==> config.mk <==
export PLATFORM = sky130hd
export DESIGN_NAME = cart_bank_ctrl
export DESIGN_NICKNAME = d
export VERILOG_FILES = /design/src/rtl/cart_pkg.sv /design/src/rtl/cart_decode.sv /design/src/rtl/cart_regs.sv /design/src/rtl/cart_map.sv /design/src/rtl/cart_bank_ctrl.sv
export SDC_FILE = /design/constraint.sdc
export NUM_CORES = 1
export LEC_CHECK = 0
export BUFFER_PORTS_ARGS = -buffer_cell sky130_fd_sc_hd__buf_2
export CELL_PAD_IN_SITES_DETAIL_PLACEMENT = 1
export CELL_PAD_IN_SITES_GLOBAL_PLACEMENT = 1
export CORE_MARGIN = 10
export CORE_UTILIZATION = 31
export DETAILED_ROUTE_END_ITERATION = 10
export PLACE_DENSITY = 0.8
export SETUP_SLACK_MARGIN = 0.2
export SLEW_MARGIN = 10
export SYNTH_ARGS = -nofsm -noshare
export SYNTH_HDL_FRONTEND = slang
export SYNTH_SLANG_ARGS = --single-unit
==> constraint.sdc <==
create_clock -name clk -period 2.9 [get_ports clk]
set_input_delay 0.29 -clock clk [delete_from_list [all_inputs] [get_ports clk]]
set_output_delay 0.29 -clock clk [all_outputs]
set_load 0.05 [all_outputs]
==> src/rtl/cart_pkg.sv <==
package cart_pkg;
  // Region code is address bits [15:13]; the decode depends on this order.
  typedef enum logic [2:0] {
    RG_ENABLE  = 3'd0,
    RG_ROMBANK = 3'd1,
    RG_WINSEL  = 3'd2,
    RG_LATCH   = 3'd3,
    RG_VIDEO   = 3'd4,
    RG_WINDOW  = 3'd5,
    RG_HIGH0   = 3'd6,
    RG_HIGH1   = 3'd7
  } region_t;

  localparam logic [7:0] ENABLE_ON  = 8'h0A;
  localparam logic [7:0] ENABLE_OFF = 8'h00;
  localparam logic [7:0] CLKSEL_LO  = 8'h08;
  localparam logic [7:0] CLKSEL_HI  = 8'h0C;
  localparam logic [7:0] IDLE_BYTE  = 8'hFF;
endpackage

==> src/rtl/cart_decode.sv <==
module cart_decode
  import cart_pkg::*;
(
  input  logic [2:0] addr_hi,
  input  logic       cpu_wr,
  output region_t    region,
  output logic       wr_enable,
  output logic       wr_rombank,
  output logic       wr_winsel,
  output logic       wr_latch
);
  always_comb begin
    region     = region_t'(addr_hi);
    wr_enable  = cpu_wr && (region == RG_ENABLE);
    wr_rombank = cpu_wr && (region == RG_ROMBANK);
    wr_winsel  = cpu_wr && (region == RG_WINSEL);
    wr_latch   = cpu_wr && (region == RG_LATCH);
  end
endmodule

==> src/rtl/cart_regs.sv <==
module cart_regs
  import cart_pkg::*;
#(
  parameter int ROM_BANKS = 64,
  localparam int BANK_W   = $clog2(ROM_BANKS)
) (
  input  logic              clk,
  input  logic              rst_n,
  input  logic              wr_enable,
  input  logic              wr_rombank,
  input  logic              wr_winsel,
  input  logic              wr_latch,
  input  logic [7:0]        wdata,
  output logic              win_en,
  output logic [BANK_W-1:0] rom_bank,
  output logic [1:0]        ram_bank,
  output logic              clk_map,
  output logic [2:0]        clk_sel,
  output logic              latch_pulse
);
  logic              en_ce, en_d;
  logic              bank_ce;
  logic [BANK_W-1:0] bank_d;
  logic              sel_ram_ok, sel_clk_ok;
  logic              ram_bank_ce, clk_sel_ce, map_ce;
  logic [7:0]        clk_off;
  logic [7:0]        hist_q;
  logic              pulse_d;

  always_comb begin
    en_ce = wr_enable && (wdata == ENABLE_ON || wdata == ENABLE_OFF);
    en_d  = (wdata == ENABLE_ON);

    bank_ce = wr_rombank;
    if (wdata[6:0] == 7'd0)
      bank_d = BANK_W'(1);
    else if (int'(wdata[6:0]) >= ROM_BANKS)
      bank_d = BANK_W'(ROM_BANKS - 1);
    else
      bank_d = BANK_W'(wdata[6:0]);

    sel_ram_ok  = (wdata <= 8'h03);
    sel_clk_ok  = (wdata >= CLKSEL_LO) && (wdata <= CLKSEL_HI);
    ram_bank_ce = wr_winsel && sel_ram_ok;
    clk_sel_ce  = wr_winsel && sel_clk_ok;
    map_ce      = ram_bank_ce || clk_sel_ce;
    clk_off     = wdata - CLKSEL_LO;

    pulse_d = wr_latch && (hist_q == 8'h00) && (wdata == 8'h01);
  end

  always_ff @(posedge clk or negedge rst_n) begin
    if (!rst_n) begin
      win_en      <= 1'b0;
      rom_bank    <= BANK_W'(1);
      ram_bank    <= 2'd0;
      clk_map     <= 1'b0;
      clk_sel     <= 3'd0;
      hist_q      <= 8'h00;
      latch_pulse <= 1'b0;
    end else begin
      if (en_ce)       win_en   <= en_d;
      if (bank_ce)     rom_bank <= bank_d;
      if (ram_bank_ce) ram_bank <= wdata[1:0];
      if (clk_sel_ce)  clk_sel  <= clk_off[2:0];
      if (map_ce)      clk_map  <= sel_clk_ok;
      if (wr_latch)    hist_q   <= wdata;
      latch_pulse <= pulse_d;
    end
  end

  p_bank_nonzero_r3: assert property (@(posedge clk) disable iff (!rst_n)
    rom_bank != '0);
  p_bank_limit_r3: assert property (@(posedge clk) disable iff (!rst_n)
    int'(rom_bank) < ROM_BANKS);
  p_sel_range_r5: assert property (@(posedge clk) disable iff (!rst_n)
    clk_sel <= 3'd4);
  p_en_hold_r1: assert property (@(posedge clk) disable iff (!rst_n)
    (wr_enable && wdata != ENABLE_ON && wdata != ENABLE_OFF) |=> $stable(win_en));
  p_pulse_once_r6: assert property (@(posedge clk) disable iff (!rst_n)
    latch_pulse |=> !latch_pulse);
  p_pulse_cause_r6: assert property (@(posedge clk) disable iff (!rst_n)
    (wr_latch && wdata != 8'h01) |=> !latch_pulse);
endmodule

==> src/rtl/cart_map.sv <==
module cart_map
  import cart_pkg::*;
#(
  parameter int ROM_BANKS = 64,
  parameter int RAM_BYTES = 16384,
  localparam int BANK_W   = $clog2(ROM_BANKS),
  localparam int ROM_AW   = BANK_W + 14
) (
  input  logic              clk,
  input  logic              rst_n,
  input  logic [15:0]       cpu_addr,
  input  logic              cpu_rd,
  input  logic              cpu_wr,
  input  region_t           region,
  input  logic              win_en,
  input  logic [BANK_W-1:0] rom_bank,
  input  logic [1:0]        ram_bank,
  input  logic              clk_map,
  input  logic [7:0]        rom_rdata,
  input  logic [7:0]        ram_rdata,
  input  logic [7:0]        clk_rdata,
  output logic [ROM_AW-1:0] rom_addr,
  output logic              rom_ce,
  output logic [14:0]       ram_addr,
  output logic              ram_ce,
  output logic              ram_we,
  output logic              clk_we,
  output logic [7:0]        cpu_rdata
);
  logic              in_rom, in_win, ram_fits, ram_ok, clk_ok;
  logic [BANK_W-1:0] bank_eff;

  always_comb begin
    in_rom   = !cpu_addr[15];
    in_win   = (region == RG_WINDOW);
    bank_eff = cpu_addr[14] ? rom_bank : '0;
    rom_addr = {bank_eff, cpu_addr[13:0]};
    rom_ce   = cpu_rd && in_rom;

    ram_addr = {ram_bank, cpu_addr[12:0]};
    ram_fits = 32'(ram_addr) < RAM_BYTES;
    ram_ok   = in_win && win_en && !clk_map && ram_fits;
    clk_ok   = in_win && win_en && clk_map;
    ram_ce   = ram_ok && (cpu_rd || cpu_wr);
    ram_we   = ram_ok && cpu_wr;
    clk_we   = clk_ok && cpu_wr;

    if (in_rom)      cpu_rdata = rom_rdata;
    else if (clk_ok) cpu_rdata = clk_rdata;
    else if (ram_ok) cpu_rdata = ram_rdata;
    else             cpu_rdata = IDLE_BYTE;
  end

  p_ram_we_gate_r10: assert property (@(posedge clk) disable iff (!rst_n)
    ram_we |-> (win_en && !clk_map));
  p_win_off_ff_r10: assert property (@(posedge clk) disable iff (!rst_n)
    (in_win && !win_en) |-> (cpu_rdata == IDLE_BYTE && !ram_we && !clk_we));
  p_fixed_bank_r7: assert property (@(posedge clk) disable iff (!rst_n)
    (cpu_addr[15:14] == 2'b00) |-> (rom_addr[ROM_AW-1:14] == '0));
  p_clk_no_ram_r11: assert property (@(posedge clk) disable iff (!rst_n)
    clk_we |-> !ram_ce);
endmodule

==> src/rtl/cart_bank_ctrl.sv <==
module cart_bank_ctrl
  import cart_pkg::*;
#(
  parameter int ROM_BANKS = 64,
  parameter int RAM_BYTES = 16384,
  localparam int BANK_W   = $clog2(ROM_BANKS),
  localparam int ROM_AW   = BANK_W + 14
) (
  input  logic              clk,
  input  logic              rst_n,
  input  logic [15:0]       cpu_addr,
  input  logic [7:0]        cpu_wdata,
  input  logic              cpu_wr,
  input  logic              cpu_rd,
  output logic [7:0]        cpu_rdata,
  output logic [ROM_AW-1:0] rom_addr,
  output logic              rom_ce,
  input  logic [7:0]        rom_rdata,
  output logic [14:0]       ram_addr,
  output logic              ram_ce,
  output logic              ram_we,
  input  logic [7:0]        ram_rdata,
  output logic [2:0]        clk_sel,
  output logic              clk_we,
  input  logic [7:0]        clk_rdata,
  output logic              latch_pulse
);
  logic [1:0]        rst_sync;
  logic              rst_n_i;
  region_t           region;
  logic              wr_enable, wr_rombank, wr_winsel, wr_latch;
  logic              win_en, clk_map;
  logic [BANK_W-1:0] rom_bank;
  logic [1:0]        ram_bank;

  // Asynchronous assertion, synchronous release.
  always_ff @(posedge clk or negedge rst_n) begin
    if (!rst_n) rst_sync <= 2'b00;
    else        rst_sync <= {rst_sync[0], 1'b1};
  end
  assign rst_n_i = rst_sync[1];

  cart_decode u_decode (
    .addr_hi    (cpu_addr[15:13]),
    .cpu_wr     (cpu_wr),
    .region     (region),
    .wr_enable  (wr_enable),
    .wr_rombank (wr_rombank),
    .wr_winsel  (wr_winsel),
    .wr_latch   (wr_latch)
  );

  cart_regs #(.ROM_BANKS(ROM_BANKS)) u_regs (
    .clk         (clk),
    .rst_n       (rst_n_i),
    .wr_enable   (wr_enable),
    .wr_rombank  (wr_rombank),
    .wr_winsel   (wr_winsel),
    .wr_latch    (wr_latch),
    .wdata       (cpu_wdata),
    .win_en      (win_en),
    .rom_bank    (rom_bank),
    .ram_bank    (ram_bank),
    .clk_map     (clk_map),
    .clk_sel     (clk_sel),
    .latch_pulse (latch_pulse)
  );

  cart_map #(.ROM_BANKS(ROM_BANKS), .RAM_BYTES(RAM_BYTES)) u_map (
    .clk       (clk),
    .rst_n     (rst_n_i),
    .cpu_addr  (cpu_addr),
    .cpu_rd    (cpu_rd),
    .cpu_wr    (cpu_wr),
    .region    (region),
    .win_en    (win_en),
    .rom_bank  (rom_bank),
    .ram_bank  (ram_bank),
    .clk_map   (clk_map),
    .rom_rdata (rom_rdata),
    .ram_rdata (ram_rdata),
    .clk_rdata (clk_rdata),
    .rom_addr  (rom_addr),
    .rom_ce    (rom_ce),
    .ram_addr  (ram_addr),
    .ram_ce    (ram_ce),
    .ram_we    (ram_we),
    .clk_we    (clk_we),
    .cpu_rdata (cpu_rdata)
  );
endmodule

==> impl_metrics.json, run 1 <==
{
  "cp-end-kind": "primary output",
  "die_area_um2": 8010,
  "fp.dieH_um": 89.5,
  "yosysUniqueCellTypes": 30,
  "avgSynthCellArea_um2": 10.2,
  "fmax_ghz": 0.473,
  "yosysWarnings": 0,
  "grtUsageTotal": 0.0967,
  "worstMarginPinSlew_ns": 0.869,
  "syn_nets": 198,
  "fp-row-count": 25,
  "wl_per_cell_um": 16.8,
  "clock_skew_ns": 0.00593,
  "clockRootBuffer": "clkbuf_8",
  "peakVddDrop_mv": 0.211,
  "drt_iter0_drc": 46,
  "drc": 0,
  "status": "finished clean",
  "tns_ns": 0,
  "critPathMaxFanout": 10,
  "grt_pass1_vias": 1177,
  "cts_made_buffers": 3,
  "drtPass1Iterations": 3,
  "cts_tree": "done",
  "powerDensity_nw_per_um2": 541,
  "cts.clk_slew.worst_paths_ns": 0.09,
  "grt_remaining_overflow": 0,
  "num_vias": 1163,
  "arrival_ns": 1.83,
  "clk_latency_ns": 0.27,
  "ant_nets": 0,
  "fin_nets": 235,
  "core_um2": 4690,
  "setup_viol": 0,
  "h-tree-depth": 1,
  "viasPerCell": 4.93,
  "grt_max_degree": 23,
  "criticalPathCategory": "flop to primary output",
  "floorplan.initialDensity": 0.319,
  "final_core_util": 0.368,
  "drv_slew": 0,
  "leakagePower_nw": 0.814,
  "syn_inst": 146,
  "ys_ff_latch": 24,
  "numPortBuffers": 63,
  "seq_area_frac_synth": 0.402,
  "grt_first_pass_wirelength_um": 6110,
  "die_w_um": 89.5,
  "cts_sinks": 24,
  "antenna_found_initial": 0,
  "max-clock-path-buffers": 2,
  "hp-class": "input port to flop",
  "reg2regPathDepth": 2,
  "globalplace.congestion": 0.744,
  "drv_cap": 0,
  "critPathLaunchType": "flop",
  "hold_depth": 2,
  "final_hold_viol_count": 0,
  "rsz0062_at_grt": "no",
  "fill_cells": 553,
  "cp.required_ns": 2.61,
  "n_antenna_cell": 0,
  "io_pins": 103,
  "syn_to_final_growth_pct": 15.5,
  "relSlewSlack": 0.421,
  "place_hpwl_um": 3230,
  "timing.final.crit_share": 0.729,
  "syn_area_um2": 1500,
  "final.min_clock_period_ns": 2.12,
  "drive_gt1_frac": 0.473,
  "wl_um": 3950
}
==> worst max-delay path: stages, from the launching register on <==
cell      delay, ns
dfrtp_1        0.41
nand4b_4       0.16
or3_1          0.50
o221a_1        0.28
buf_2          0.21
==> cell usage after synthesis, drive strengths merged <==
library cell  instances  share of area
or4                   2          0.010
a2bb2oi               1         0.0059
nand4b                2          0.032
nand3b                1         0.0050
or3                   9          0.038
conb                  1         0.0025
o221a                 8          0.060
o21ai                 1         0.0033
and2                  6          0.025
and2b                 1         0.0050
and3b                 1         0.0059
nor2                 17          0.043
dfrtp                23           0.38
nand4                 2         0.0084
o41ai                 1         0.0059
nor3                  3          0.010
dfstp                 1          0.018
nand3                 4          0.013
buf                  31           0.15
nor2b                 2         0.0084
a31oi                 1         0.0042
inv                   3         0.0075
and4bb                2          0.017
a21oi                 5          0.017
clkbuf                1         0.0025
mux2                 12          0.090
nor4                  3          0.013
a21bo                 2          0.013
==> final cells by class <==
type	instances	area, um2	share of cell area
Inverter	3	11.3	0.00652
Sequential cell	24	602	0.348
Timing Repair Buffer	64	325	0.188
Clock inverter	1	30.0	0.0174
Tap cell	54	67.6	0.0391
Clock buffer	3	41.3	0.0239
Multi-Input combinational cell	87	651	0.377
==> worst paths after layout <==
kind / startpoint / endpoint / slack [ns]
max: u_regs.win_en$_DFFE_PN0P_ / cpu_rdata[6] / 0.78
min: cpu_wdata[7] / u_regs.latch_pulse$_DFF_PN0_ / 0.28
max reg2reg: u_regs.hist_q[3]$_DFFE_PN0P_ / u_regs.latch_pulse$_DFF_PN0_ / 1.64
min reg2reg: rst_sync[0]$_DFF_PN0_ / rst_sync[1]$_DFF_PN0_ / 0.35
max in group asynchronous: rst_sync[1]$_DFF_PN0_ / u_regs.ram_bank[1]$_DFFE_PN0P_ / 2.00
min in group asynchronous: rst_n / rst_sync[0]$_DFF_PN0_ / 0.33
==> layout by cell type, fill, tap and decap left out <==
cell / netlist / layout
buf_2: 3 / 63
dfrtp_1: 23 / 23
nor2_1: 17 / 17
mux2_2: 12 / 12
or3_1: 9 / 9
o221a_1: 8 / 8
and2_1: 6 / 6
a21oi_1: 5 / 5
nand3_1: 4 / 4
inv_1: 3 / 3
nor3_1: 3 / 3
nor4_1: 3 / 3
clkbuf_8: 0 / 3
nand4b_4: 2 / 2
nor2b_1: 2 / 2
or4_1: 2 / 2
and4bb_2: 2 / 2
nand4_1: 2 / 2
a21bo_2: 2 / 2
nand3b_1: 1 / 1
o21ai_0: 1 / 1
a2bb2oi_1: 1 / 1
and2b_1: 1 / 1
and3b_1: 1 / 1
o41ai_1: 1 / 1
a31oi_1: 1 / 1
bufinv_16: 0 / 1
dlygate4sd3_1: 0 / 1
conb_1: 1 / 1
dfstp_2: 1 / 1
==> where the power goes <==
group          internal [W]  switching, W  total, W  leakage (nW)
combinational     0.0000865      0.000151  0.000238         0.495
sequential         0.000381     0.0000258  0.000407         0.283
clock              0.000185      0.000106  0.000290        0.0357
total              0.000652      0.000283  0.000935         0.814
==> timing repair <==
action,CTS,global route
hold buffers,1,0
resized for setup,0,0
buffers inserted,0,0
endpoints found under the hold margin,2,0
==> layer usage <==
layer | GRT usage | wire (um)
met5 | 0 | 0
met4 | 0.0419 | 52
met3 | 0.0319 | 368
met2 | 0.164 | 1930
met1 | 0.108 | 1610
==> per-stage QoR <==
step                      hold WS, ns  instance area (um2)  power, W  worst slack (ns)  std cells
after detailed placement       0.0773                 1650  0.000654             0.880        231
after global placement         0.0766                 1650  0.000647             0.912        231
final                           0.276                 1730  0.000935             0.785        236
after floorplan              -0.00559                 1500  0.000675             0.836        146
after CTS                       0.270                 1730  0.000955             0.747        236
after global routing            0.284                 1730  0.000985             0.659        236
==> registers in the layout (all words and copies together), names as in the netlist <==
signal,flops
u_regs.hist_q,8
u_regs.rom_bank,6
u_regs.clk_map,1
u_regs.clk_sel,3
u_regs.win_en,1
u_regs.latch_pulse,1
u_regs.ram_bank,2
rst_sync,2
==> cells by family after synthesis <==
| logic type | after synthesis | synth area share |
|---|---|---|
| flip-flops | 24 | 0.402 |
| buffers and inverters | 35 | 0.163 |
| AO/OA/AOI/OAI | 19 | 0.110 |
| multiplexers | 12 | 0.0903 |
| other | 1 | 0.00251 |
| AND/OR/NAND/NOR | 55 | 0.232 |
(Power assumes the default switching activity.)
==> run 2, diff against run 1 <==
Settings changed: ABC_AREA set to 1, CORE_UTILIZATION 31 to 25, PLACE_DENSITY 0.8 to 0.71.
Clock period 2.9 ns to 1.8 ns, I/O delays scaled along.
==> run 2 against run 1 <==
  * Critical path type unchanged
  * Area after synthesis increased by 12%
  * Non-clock buffer count increased by 3
  * Sequential cell count unchanged
  * Synthesized cell count increased by 68%
  * Final cell count increased by 54%
  * Sequential share of layout area decreased by 6.3 points
  * Die area increased by 29%
  * Global-route usage increased by 0.36 points
==> impl_metrics.json, run 2 <==
{
  "regMostFlops": "u_regs.hist_q",
  "synth_common_cells": "nand2_1, inv_1, nand3_1",
  "drv_slew": 0,
  "synth_most_common_cell": "nand2_1",
  "p_comb_frac": 0.276,
  "viasPerCell": 4.45,
  "p_sw_w": 0.000513,
  "yosysUniqueCellTypes": 23,
  "synth-edff-count": 0,
  "ant_nets": 0,
  "final_hold_viol_count": 0,
  "total_power_w": 0.00155,
  "yosysTopAreaCell": "dfrtp_1",
  "syn_to_final_growth_pct": 26.3,
  "h-tree-depth": 1,
  "setup_viol": 0,
  "n_antenna_cell": 0,
  "final_common_cell": "nand2_1",
  "p_clk_frac": 0.312,
  "yosysWarnings": 0,
  "drt_iter0_drc": 36,
  "clk_latency_ns": 0.28,
  "drv_cap": 0,
  "die_w_um": 102,
  "cts_made_buffers": 3,
  "criticalPathCategory": "flop to primary output",
  "grt_max_degree": 23,
  "floorplan.initialDensity": 0.260,
  "fp.dieH_um": 102,
  "wl_per_cell_um": 14.1,
  "cts_sinks": 24,
  "powerDensity_nw_per_um2": 736,
  "synth_top_cell_area_share": 0.345,
  "clock_skew_ns": 0.0116,
  "fmax_ghz": 0.632,
  "ys_async_sr_fraction": 1.00,
  "numPortBuffers": 63,
  "grt_first_pass_wirelength_um": 8530,
  "drc": 0,
  "ys_ff_latch": 24,
  "final_core_util": 0.328,
  "synth_flop_cell": "dfrtp_1",
  "syn_inst": 245,
  "seq_area_frac_synth": 0.360,
  "globalplace.congestion": 0.767,
  "syn_nets": 297,
  "largestRegisters": "u_regs.hist_q: 8 flops, u_regs.rom_bank: 6 flops, u_regs.clk_sel: 3 flops",
  "place_hpwl_um": 3930,
  "peakVddDrop_mv": 0.228,
  "wl_um": 5130,
  "largest_reg_flops": 8,
  "tns_ns": 0,
  "cts.clk_slew.worst_paths_ns": 0.10,
  "status": "finished clean",
  "clockRootBuffer": "clkbuf_8",
  "final.min_clock_period_ns": 1.58,
  "grt_pass1_vias": 1741,
  "p_int_w": 0.00104,
  "max-clock-path-buffers": 2,
  "fin_nets": 340,
  "swShare": 0.330,
  "core_um2": 6420,
  "grt_remaining_overflow": 0,
  "ys_top_cells_by_area": "dfrtp_1, nand2_1, buf_4",
  "rsz0062_at_grt": "yes",
  "hp-class": "input port to flop",
  "critPathMaxFanout": 5,
  "fp-row-count": 29,
  "avgSynthCellArea_um2": 6.82,
  "final_cell_mix": "nand2_1, buf_2, inv_1",
  "io_pins": 103,
  "grtUsageTotal": 0.100,
  "antenna_found_initial": 0,
  "syn_area_um2": 1670,
  "hold_slack_ns": 0.160,
  "die_area_um2": 10400,
  "cts_tree": "done",
  "arrival_ns": 1.40,
  "pwr-share-seq": 0.412,
  "critPathLaunchType": "flop",
  "num_vias": 1619,
  "drtPass1Iterations": 4,
  "cp-end-kind": "primary output",
  "cp.required_ns": 1.62,
  "drive_gt1_frac": 0.321,
  "leakagePower_nw": 1.20,
  "timing.final.crit_share": 0.879
}
-- run 2: path summary, 6_finish.rpt --
check | from | endpoint | slack, ns | depth (start not counted)
max | u_regs.win_en$_DFFE_PN0P_ | cpu_rdata[6] | 0.22 | 6
min | cpu_wdata[5] | u_regs.hist_q[5]$_DFFE_PN0P_ | 0.16 | 3
max reg2reg | u_regs.hist_q[3]$_DFFE_PN0P_ | u_regs.latch_pulse$_DFF_PN0_ | 0.91 | 5
min reg2reg | rst_sync[1]$_DFF_PN0_ | u_regs.hist_q[3]$_DFFE_PN0P_ | 0.20 | 1
max in group asynchronous | rst_sync[1]$_DFF_PN0_ | u_regs.rom_bank[0]$_DFFE_PN1P_ | 1.32 | 1
min in group asynchronous | rst_sync[1]$_DFF_PN0_ | u_regs.hist_q[3]$_DFFE_PN0P_ | 0.20 | 1
-- run 2: layout make-up --
cell class                      count  area (um2)
Clock buffer                        3        41.3
Tap cell                           77        96.3
Multi-Input combinational cell    152         773
Timing Repair Buffer               67         417
Fill cell                         844        4310
Sequential cell                    24         602
Inverter                           40         150
Clock inverter                      1        30.0
-- run 2: routing by layer --
metal	share of wire	track usage	vias to the layer above
met2	0.48	0.169	47
met3	0.077	0.0293	5
met4	0.011	0.0275	0
li1	-	-	815
met5	0	0	-
met1	0.44	0.121	752
-- run 2: repair_timing --
action	in CTS	in global routing
pin swaps	2	4
cloned	3	0
hold endpoints to repair	2	0
resized for setup	19	11
hold buffers	1	0
setup buffers	1	0
endpoints found under the setup margin	11	11
-- run 2: per-stage QoR --
stage / std cells / setup WS [ns] / instance area [um2]
6_report: 364 / 0.218 / 2110
5_1_grt: 364 / 0.112 / 2110
3_3_place_gp: 355 / 0.247 / 1890
3_5_place_dp: 355 / 0.192 / 1890
2_1_floorplan: 245 / 0.272 / 1690
4_1_cts: 364 / 0.201 / 2060
-- run 2: kinds of logic after synthesis --
logic type / synth area share
other cells: 0.00225
simple gates: 0.354
compound gates: 0.0524
flops: 0.360
buf+inv: 0.231
-- run 2: worst max-delay path: stages, from the launching register on --
cell and delay (ns):
dfrtp_1 0.40, nand2_4 0.13, nor2_4 0.19, nand3_2 0.07, nand3_1 0.09, nand2_1 0.08
buf_6 0.16
-- run 2: power groups by stage --
stage                     logic [W]  clock network, W  registers, W
after CTS                  0.000429          0.000507      0.000641
after detailed placement   0.000408                 0      0.000651
final                      0.000428          0.000484      0.000640
after floorplan            0.000420                 0      0.000661
after global routing       0.000477          0.000529      0.000651
after global placement     0.000400                 0      0.000650
